--- src/rtl/sacc_pkg.sv ---
// Shared types for the serial accumulator.
// Assumes: operation flags come from an external decoder as one-hot-ish levels.
package sacc_pkg;

    // Decoded operation flags as seen by the accumulator gating.
    typedef struct packed {
        logic add;
        logic inc;
        logic cmp;
        logic clr;
        logic dep;
        logic land;
        logic ioshift;
        logic rotr;
        logic rotl;
    } sacc_ops_t;

    // Kind of update applied to the register on a given clock.
    typedef enum logic [1:0] {
        UPD_HOLD = 2'd0,
        UPD_SHR  = 2'd1,
        UPD_ROTL = 2'd2
    } sacc_upd_e;

endpackage

--- src/rtl/sacc_shift_gate.sv ---
// Right-shift gating network.
// Decides, per master clock, whether the accumulator takes one serial bit.
// Assumes: slot is stable for the whole clock; exec_phase low means fetch.
module sacc_shift_gate
    import sacc_pkg::*;
#(
    parameter int SLOT_W      = 4,
    parameter int ACC_W       = 8,
    parameter int BURST_FIRST = 2,
    parameter int ROTR_SLOT   = 13
) (
    input  logic              clk,
    input  logic              rst_n,
    input  logic              exec_phase,
    input  logic [SLOT_W-1:0] slot,
    input  sacc_ops_t         ops,
    output logic              shift_en
);
    localparam int BURST_LAST = BURST_FIRST + ACC_W - 1;
    localparam logic [SLOT_W-1:0] FIRST_S = SLOT_W'(BURST_FIRST);
    localparam logic [SLOT_W-1:0] LAST_S  = SLOT_W'(BURST_LAST);
    localparam logic [SLOT_W-1:0] RR_S    = SLOT_W'(ROTR_SLOT);

    logic in_burst;
    logic lvl_d;
    logic lvl_c;
    logic lvl_b;
    logic arith;
    logic rr_hit;

    // Build the condition tree: transfer ops, then clear, then slot window, then merge.
    always_comb begin
        in_burst = (slot >= FIRST_S) && (slot <= LAST_S);
        lvl_d    = ops.dep | ops.land | ops.ioshift;
        lvl_c    = ops.clr | lvl_d;
        lvl_b    = lvl_c & in_burst;
        arith    = (ops.add | ops.inc | ops.cmp) & in_burst;
        rr_hit   = ops.rotr & (slot == RR_S);
        shift_en = exec_phase & (lvl_b | arith | rr_hit);
    end

    // a shift request only appears in execute inside the burst window or the rotate slot
    shift_window_chk: assert property (@(posedge clk) disable iff (!rst_n)
        shift_en |-> (exec_phase && ((slot >= FIRST_S && slot <= LAST_S) || slot == RR_S)));

endmodule

--- src/rtl/sacc_rotl_gate.sv ---
// Left-step enable.
// Fires once, when the rotate-left operation is decoded in execute and the
// slot that closes the first timing step is present.
// Assumes: the slot index is already aligned so that slot ROTL_SLOT ends at this edge.
module sacc_rotl_gate
    import sacc_pkg::*;
#(
    parameter int SLOT_W    = 4,
    parameter int ROTL_SLOT = 1
) (
    input  logic              exec_phase,
    input  logic [SLOT_W-1:0] slot,
    input  sacc_ops_t         ops,
    output logic              rotl_en
);
    localparam logic [SLOT_W-1:0] RL_S = SLOT_W'(ROTL_SLOT);

    // Qualify the rotate-left flag with phase and slot.
    always_comb begin
        rotl_en = exec_phase & ops.rotl & (slot == RL_S);
    end

endmodule

--- src/rtl/sacc_shreg.sv ---
// Accumulator storage.
// Holds, shifts right with a serial bit entering at the top, or steps left
// taking a bit in at the bottom.
// Assumes: exactly one update kind is chosen per clock by the caller.
module sacc_shreg
    import sacc_pkg::*;
#(
    parameter int ACC_W = 8
) (
    input  logic             clk,
    input  logic             rst_n,
    input  sacc_upd_e        upd,
    input  logic             ser_in,
    input  logic             rot_in,
    output logic [ACC_W-1:0] q
);
    // Apply the selected update at the master clock edge.
    always_ff @(posedge clk) begin
        if (!rst_n) begin
            q <= '0;
        end else begin
            unique case (upd)
                UPD_SHR:  q <= {ser_in, q[ACC_W-1:1]};
                UPD_ROTL: q <= {q[ACC_W-2:0], rot_in};
                default:  q <= q;
            endcase
        end
    end

    // a right shift places the serial bit at the top and moves the rest down
    shr_effect_chk: assert property (@(posedge clk) disable iff (!rst_n)
        (upd == UPD_SHR) |=> (q == {$past(ser_in), $past(q[ACC_W-1:1])}));

    // a left step moves the rest up and takes the rotate-in bit at the bottom
    rotl_effect_chk: assert property (@(posedge clk) disable iff (!rst_n)
        (upd == UPD_ROTL) |=> (q == {$past(q[ACC_W-2:0]), $past(rot_in)}));

endmodule

--- src/rtl/sacc_upd_counter.sv ---
// Wrapping update counter.
// Advances once per accumulator update so that per-instruction shift counts
// can be observed from outside.
module sacc_upd_counter
    import sacc_pkg::*;
#(
    parameter int CNT_W = 8
) (
    input  logic             clk,
    input  logic             rst_n,
    input  sacc_upd_e        upd,
    output logic [CNT_W-1:0] count
);
    // Count every clock that carries an update.
    always_ff @(posedge clk) begin
        if (!rst_n) begin
            count <= '0;
        end else if (upd != UPD_HOLD) begin
            count <= count + 1'b1;
        end
    end

endmodule

--- src/rtl/serial_acc_unit.sv ---
// Bit-serial accumulator top level.
// Combines the right-shift gating, the left-step enable, the register and the
// update counter. The left step takes priority over a right shift.
// Assumes: all inputs are synchronous to clk; reset is synchronous, active low.
module serial_acc_unit
    import sacc_pkg::*;
#(
    parameter int ACC_W       = 8,
    parameter int SLOT_W      = 4,
    parameter int CNT_W       = 8,
    parameter int BURST_FIRST = 2,
    parameter int ROTR_SLOT   = 13,
    parameter int ROTL_SLOT   = 1
) (
    input  logic              clk,
    input  logic              rst_n,
    input  logic              exec_phase,
    input  logic [SLOT_W-1:0] slot,
    input  logic              op_add,
    input  logic              op_inc,
    input  logic              op_cmp,
    input  logic              op_clr,
    input  logic              op_dep,
    input  logic              op_and,
    input  logic              op_ioshift,
    input  logic              op_rotr,
    input  logic              op_rotl,
    input  logic              ser_in,
    input  logic              rot_in,
    output logic [ACC_W-1:0]  acc,
    output logic [CNT_W-1:0]  upd_count
);
    sacc_ops_t ops;
    logic      shift_en;
    logic      rotl_en;
    sacc_upd_e upd;

    // Bundle the decoder flags.
    always_comb begin
        ops = '{add: op_add, inc: op_inc, cmp: op_cmp, clr: op_clr, dep: op_dep,
                land: op_and, ioshift: op_ioshift, rotr: op_rotr, rotl: op_rotl};
    end

    sacc_shift_gate #(
        .SLOT_W(SLOT_W), .ACC_W(ACC_W),
        .BURST_FIRST(BURST_FIRST), .ROTR_SLOT(ROTR_SLOT)
    ) u_gate (
        .clk(clk), .rst_n(rst_n), .exec_phase(exec_phase),
        .slot(slot), .ops(ops), .shift_en(shift_en)
    );

    sacc_rotl_gate #(
        .SLOT_W(SLOT_W), .ROTL_SLOT(ROTL_SLOT)
    ) u_rotl (
        .exec_phase(exec_phase), .slot(slot), .ops(ops), .rotl_en(rotl_en)
    );

    // Pick one update kind; the left step wins over a right shift.
    always_comb begin
        if (rotl_en)       upd = UPD_ROTL;
        else if (shift_en) upd = UPD_SHR;
        else               upd = UPD_HOLD;
    end

    sacc_shreg #(.ACC_W(ACC_W)) u_reg (
        .clk(clk), .rst_n(rst_n), .upd(upd),
        .ser_in(ser_in), .rot_in(rot_in), .q(acc)
    );

    sacc_upd_counter #(.CNT_W(CNT_W)) u_cnt (
        .clk(clk), .rst_n(rst_n), .upd(upd), .count(upd_count)
    );

    // the accumulator holds through fetch
    fetch_hold_chk: assert property (@(posedge clk) disable iff (!rst_n)
        !exec_phase |=> $stable(acc));

    // left step and right shift are never both selected
    upd_excl_chk: assert property (@(posedge clk) disable iff (!rst_n)
        (rotl_en && shift_en) |-> (upd == UPD_ROTL));

    // any change of the accumulator is accompanied by one count step
    count_track_chk: assert property (@(posedge clk) disable iff (!rst_n)
        (acc != $past(acc)) |-> (upd_count == $past(upd_count) + 1'b1));

    // with no flag decoded the register holds
    idle_hold_chk: assert property (@(posedge clk) disable iff (!rst_n)
        (ops == '0) |=> $stable(acc));

endmodule

--- config.mk ---
export PLATFORM = sky130hd
export DESIGN_NAME = serial_acc_unit
export DESIGN_NICKNAME = d
export VERILOG_FILES = /design/src/rtl/sacc_pkg.sv /design/src/rtl/sacc_shift_gate.sv /design/src/rtl/sacc_rotl_gate.sv /design/src/rtl/sacc_shreg.sv /design/src/rtl/sacc_upd_counter.sv /design/src/rtl/serial_acc_unit.sv
export SDC_FILE = /design/constraint.sdc
export NUM_CORES = 1
export LEC_CHECK = 0
export ABC_AREA = 1
export BUFFER_PORTS_ARGS = -buffer_cell sky130_fd_sc_hd__buf_4
export CELL_PAD_IN_SITES_DETAIL_PLACEMENT = 1
export CELL_PAD_IN_SITES_GLOBAL_PLACEMENT = 1
export CORE_MARGIN = 2
export CORE_UTILIZATION = 32
export CTS_BUF_LIST = sky130_fd_sc_hd__clkbuf_16
export DETAILED_ROUTE_END_ITERATION = 6
export PLACE_DENSITY = 0.83
export SETUP_SLACK_MARGIN = 0.15
export SLEW_MARGIN = 30
export SYNTH_ARGS = -nofsm -noshare
export SYNTH_HDL_FRONTEND = slang
export SYNTH_HIERARCHICAL = 1
export SYNTH_SLANG_ARGS = --single-unit
--- constraint.sdc ---
create_clock -name clk -period 2.1 [get_ports clk]
set_input_delay 0.21 -clock clk [delete_from_list [all_inputs] [get_ports clk]]
set_output_delay 0.21 -clock clk [all_outputs]
set_load 0.02 [all_outputs]
==> reports/metrics.csv <==
stage,metric,value,unit
status,outcome,finished clean,
timing,fmax,580,MHz
cells_and_area,Nets,217,
pwr,P_leak,0.000684,uW
grt,grt met2 use,0.297,
run,max_cap viols,0,
clock_network,Resize count post-CTS,0,
clock_network,worst skew pair latency,0.24,ns
yosys,"Distinct cells, synth",19,
critical_path,CP Launch Type,input pin,
timing,final hold vios,0,
hold_path,Hold Crit Class,in2reg,
clock_network,Clock Sinks,16,
yosys,Synth area leader,dfxtp_1,
floorplanning,core area,0.00298,mm^2
critical_path,WP data required,2.23,ns
yosys,Synth area leaders,"dfxtp_1, nand2_1, nor2_1, inv_1, o21ai_1",
grt,gr busiest metal,met2,
floorplanning,FP Rows,20,
critical_path,cell repeated most along the worst path,nand2_1,
grt,met3 GRT Util,0.0197,
grt,first-pass GRT wire length,4410,um
critical_path,CP max FO,16,
cells_and_area,fill count,420,
place,gp weighted congestion,0.716,
clock_network,hold buffer count at CTS,0,
detailed_routing,Initial DRC Count,33,
detailed_routing,via count of the routed design,1053,
grt,GRT Total Usage,0.167,
pwr,PwrDens,648,mW/mm^2
timing,worst-margin pin slew,0.334,ns
floorplanning,Starting Density,0.326,
place,DPL Wire Length,1890,um
yosys,cells after synthesis,159,
critical_path,Worst R2R Start,u_cnt/count[1],
timing,pins over their slew limit,0,
grt,largest net degree at the start of global routing,17,
clock_network,Num CTS Buffers,3,
critical_path,Setup CP Type,in2reg,
yosys,Mapped Nets,180,
detailed_routing,WL/cell,11.4,um
critical_path,CP Cell Sequence,buf_4 > nor2_1 > nand2_1 > nand2_1 > nand2_1 > a21oi_2 > inv_1 > nor2_2 > inv_1 > ha_1 > inv_2 > nand2_1 > nor2_1 > nor2_1,
floorplanning,die area,0.00350,mm^2
clock_network,Clock Path Buffers,2,
critical_path,highest-delay cell along the critical path,ha_1,
floorplanning,die height,59.1,um
clock_network,clock root buffer,clkbuf_16,
detailed_routing,DRC,0,
place,DP Cell Count,224,
grt,vias in the first global route,1027,
detailed_routing,TritonRoute pass-1 iters,4,
critical_path,Worst path max stage delay,0.31,ns
hold_path,HP Start,rot_in,
clock_network,TritonCTS clock tree,built,
grt,grt total ovfl,0,
place,I/O Buffers,33,
clock_network,"Setup Fix Bufs, Post-CTS",0,
cells_and_area,final std cells w/o fill,227,
yosys,post-synthesis sequential area ratio,0.329,
timing,Post-Route Setup TNS,0,ns
timing,final setup vio count,0,
detailed_routing,post-route ant nets,0,
yosys,share of the synthesized area in the top cell type,0.329,
yosys,Syn. warnings,6,
timing,RSZ-0062 raised after global routing,false,
pwr,Max VDD drop,231,uV
clock_network,H-tree depth,1,
detailed_routing,Total Wirelength,2590,um
detailed_routing,Vias/cell,4.64,
grt,initial antenna violation count,0,
floorplanning,Die W,59.1,um
floorplanning,Ports,34,
critical_path,worst endpoint data arrival time,1.86,ns
yosys,number of synthesized register bits,16,
grt,met1 Track Usage GR,0.194,
yosys,Avg Inst Size Synth,6.11,um^2
yosys,Post-Syn Area,972,um^2
critical_path,crit end category,flip-flop,
critical_path,CP Launch Point,slot[2],
timing,fin crit share,0.821,
clock_network,"CTS clk-pin slew, worst paths",0.05,ns
cells_and_area,Area Growth Syn to Fin,36.3,%
cells_and_area,share of layout cells above drive strength 1,0.247,
cells_and_area,Inserted Diodes,0,
timing,final hold slack,0.275,ns
timing,Setup Skew,0.000713,ns
timing,minimum clock period,1.72,ns
timing,max_slew headroom,0.778,
==> cell usage after synthesis <==
master / number
nor3_1: 1
nand4_1: 3
a21oi_1: 4
o21ai_1: 8
a21oi_2: 1
ha_1: 3
o21ai_0: 3
o21bai_1: 1
nor2_2: 3
nand3_1: 4
buf_6: 1
inv_1: 28
nor2_1: 37
nand2_1: 38
nor2_4: 3
inv_2: 3
dfxtp_1: 16
buf_4: 1
nand3_2: 1
==> worst max-delay path, delay by kind of cell <==
family	cells	cell delay, ns
compound gates	1	0.11
simple gates	8	0.75
buf+inv	4	0.48
fa+ha+maj	1	0.31
==> layout by cell type, fill, tap and decap left out, drive strengths merged <==
cell / instances
clkbuf: 3
nor3: 1
nand2: 38
inv: 31
a21oi: 5
nor2: 43
buf: 34
ha: 3
nand4: 3
o21bai: 1
nand3: 5
o21ai: 11
dfxtp: 16
==> state kept, by name, summed over array words and instances, names as in the netlist <==
register and flops:
u_cnt/count 8, u_reg/q 8
==> layout make-up <==
cell class	count	area, um^2	area share
repair buffers	34	255	0.193
flip-flops and latches	16	320	0.242
clock buffers	3	75.1	0.0567
inverters	31	116	0.0878
multi-input cells	110	517	0.390
well taps	33	41.3	0.0312
==> final timing paths <==
| kind | cells past startpoint | slack [ns] | endpoint |
|---|---|---|---|
| min reg2reg | 1 | 0.51 | u_cnt/count[2] |
| max | 14 | 0.38 | u_reg/q[1] |
| max reg2reg | 6 | 0.99 | u_cnt/count[6] |
| min | 5 | 0.27 | u_reg/q[0] |
==> per-layer routing <==
metal  wire length, um  part of all wire
met1              1070              0.41
met2              1380              0.53
met3                90             0.035
met4                59             0.023
met5                 0                 0
==> power breakdown <==
group	internal (uW)	leakage [uW]	total, uW	switching [uW]
registers	321	0.000131	338	16.6
logic	68.8	0.000516	155	85.9
clock network	250	0.0000370	367	117
==> per-stage QoR <==
stage	setup WS (ns)	util	total power (uW)	area, um^2
6_report	0.376	0.445	859	1330
4_1_cts	0.385	0.445	868	1330
3_3_place_gp	0.286	0.420	491	1250
5_1_grt	0.187	0.445	904	1330
2_1_floorplan	0.476	-	430	972
3_5_place_dp	0.163	0.420	499	1250
==> cell families after synthesis <==
logic type               after synthesis  synth area share
AO/OA/AOI/OAI                         17            0.0940
flip-flops                            16             0.329
buffers and inverters                 33             0.139
AND/OR/NAND/NOR                       90             0.399
adder cells (fa/ha/maj)                3            0.0386
(Power assumes the default switching activity.)
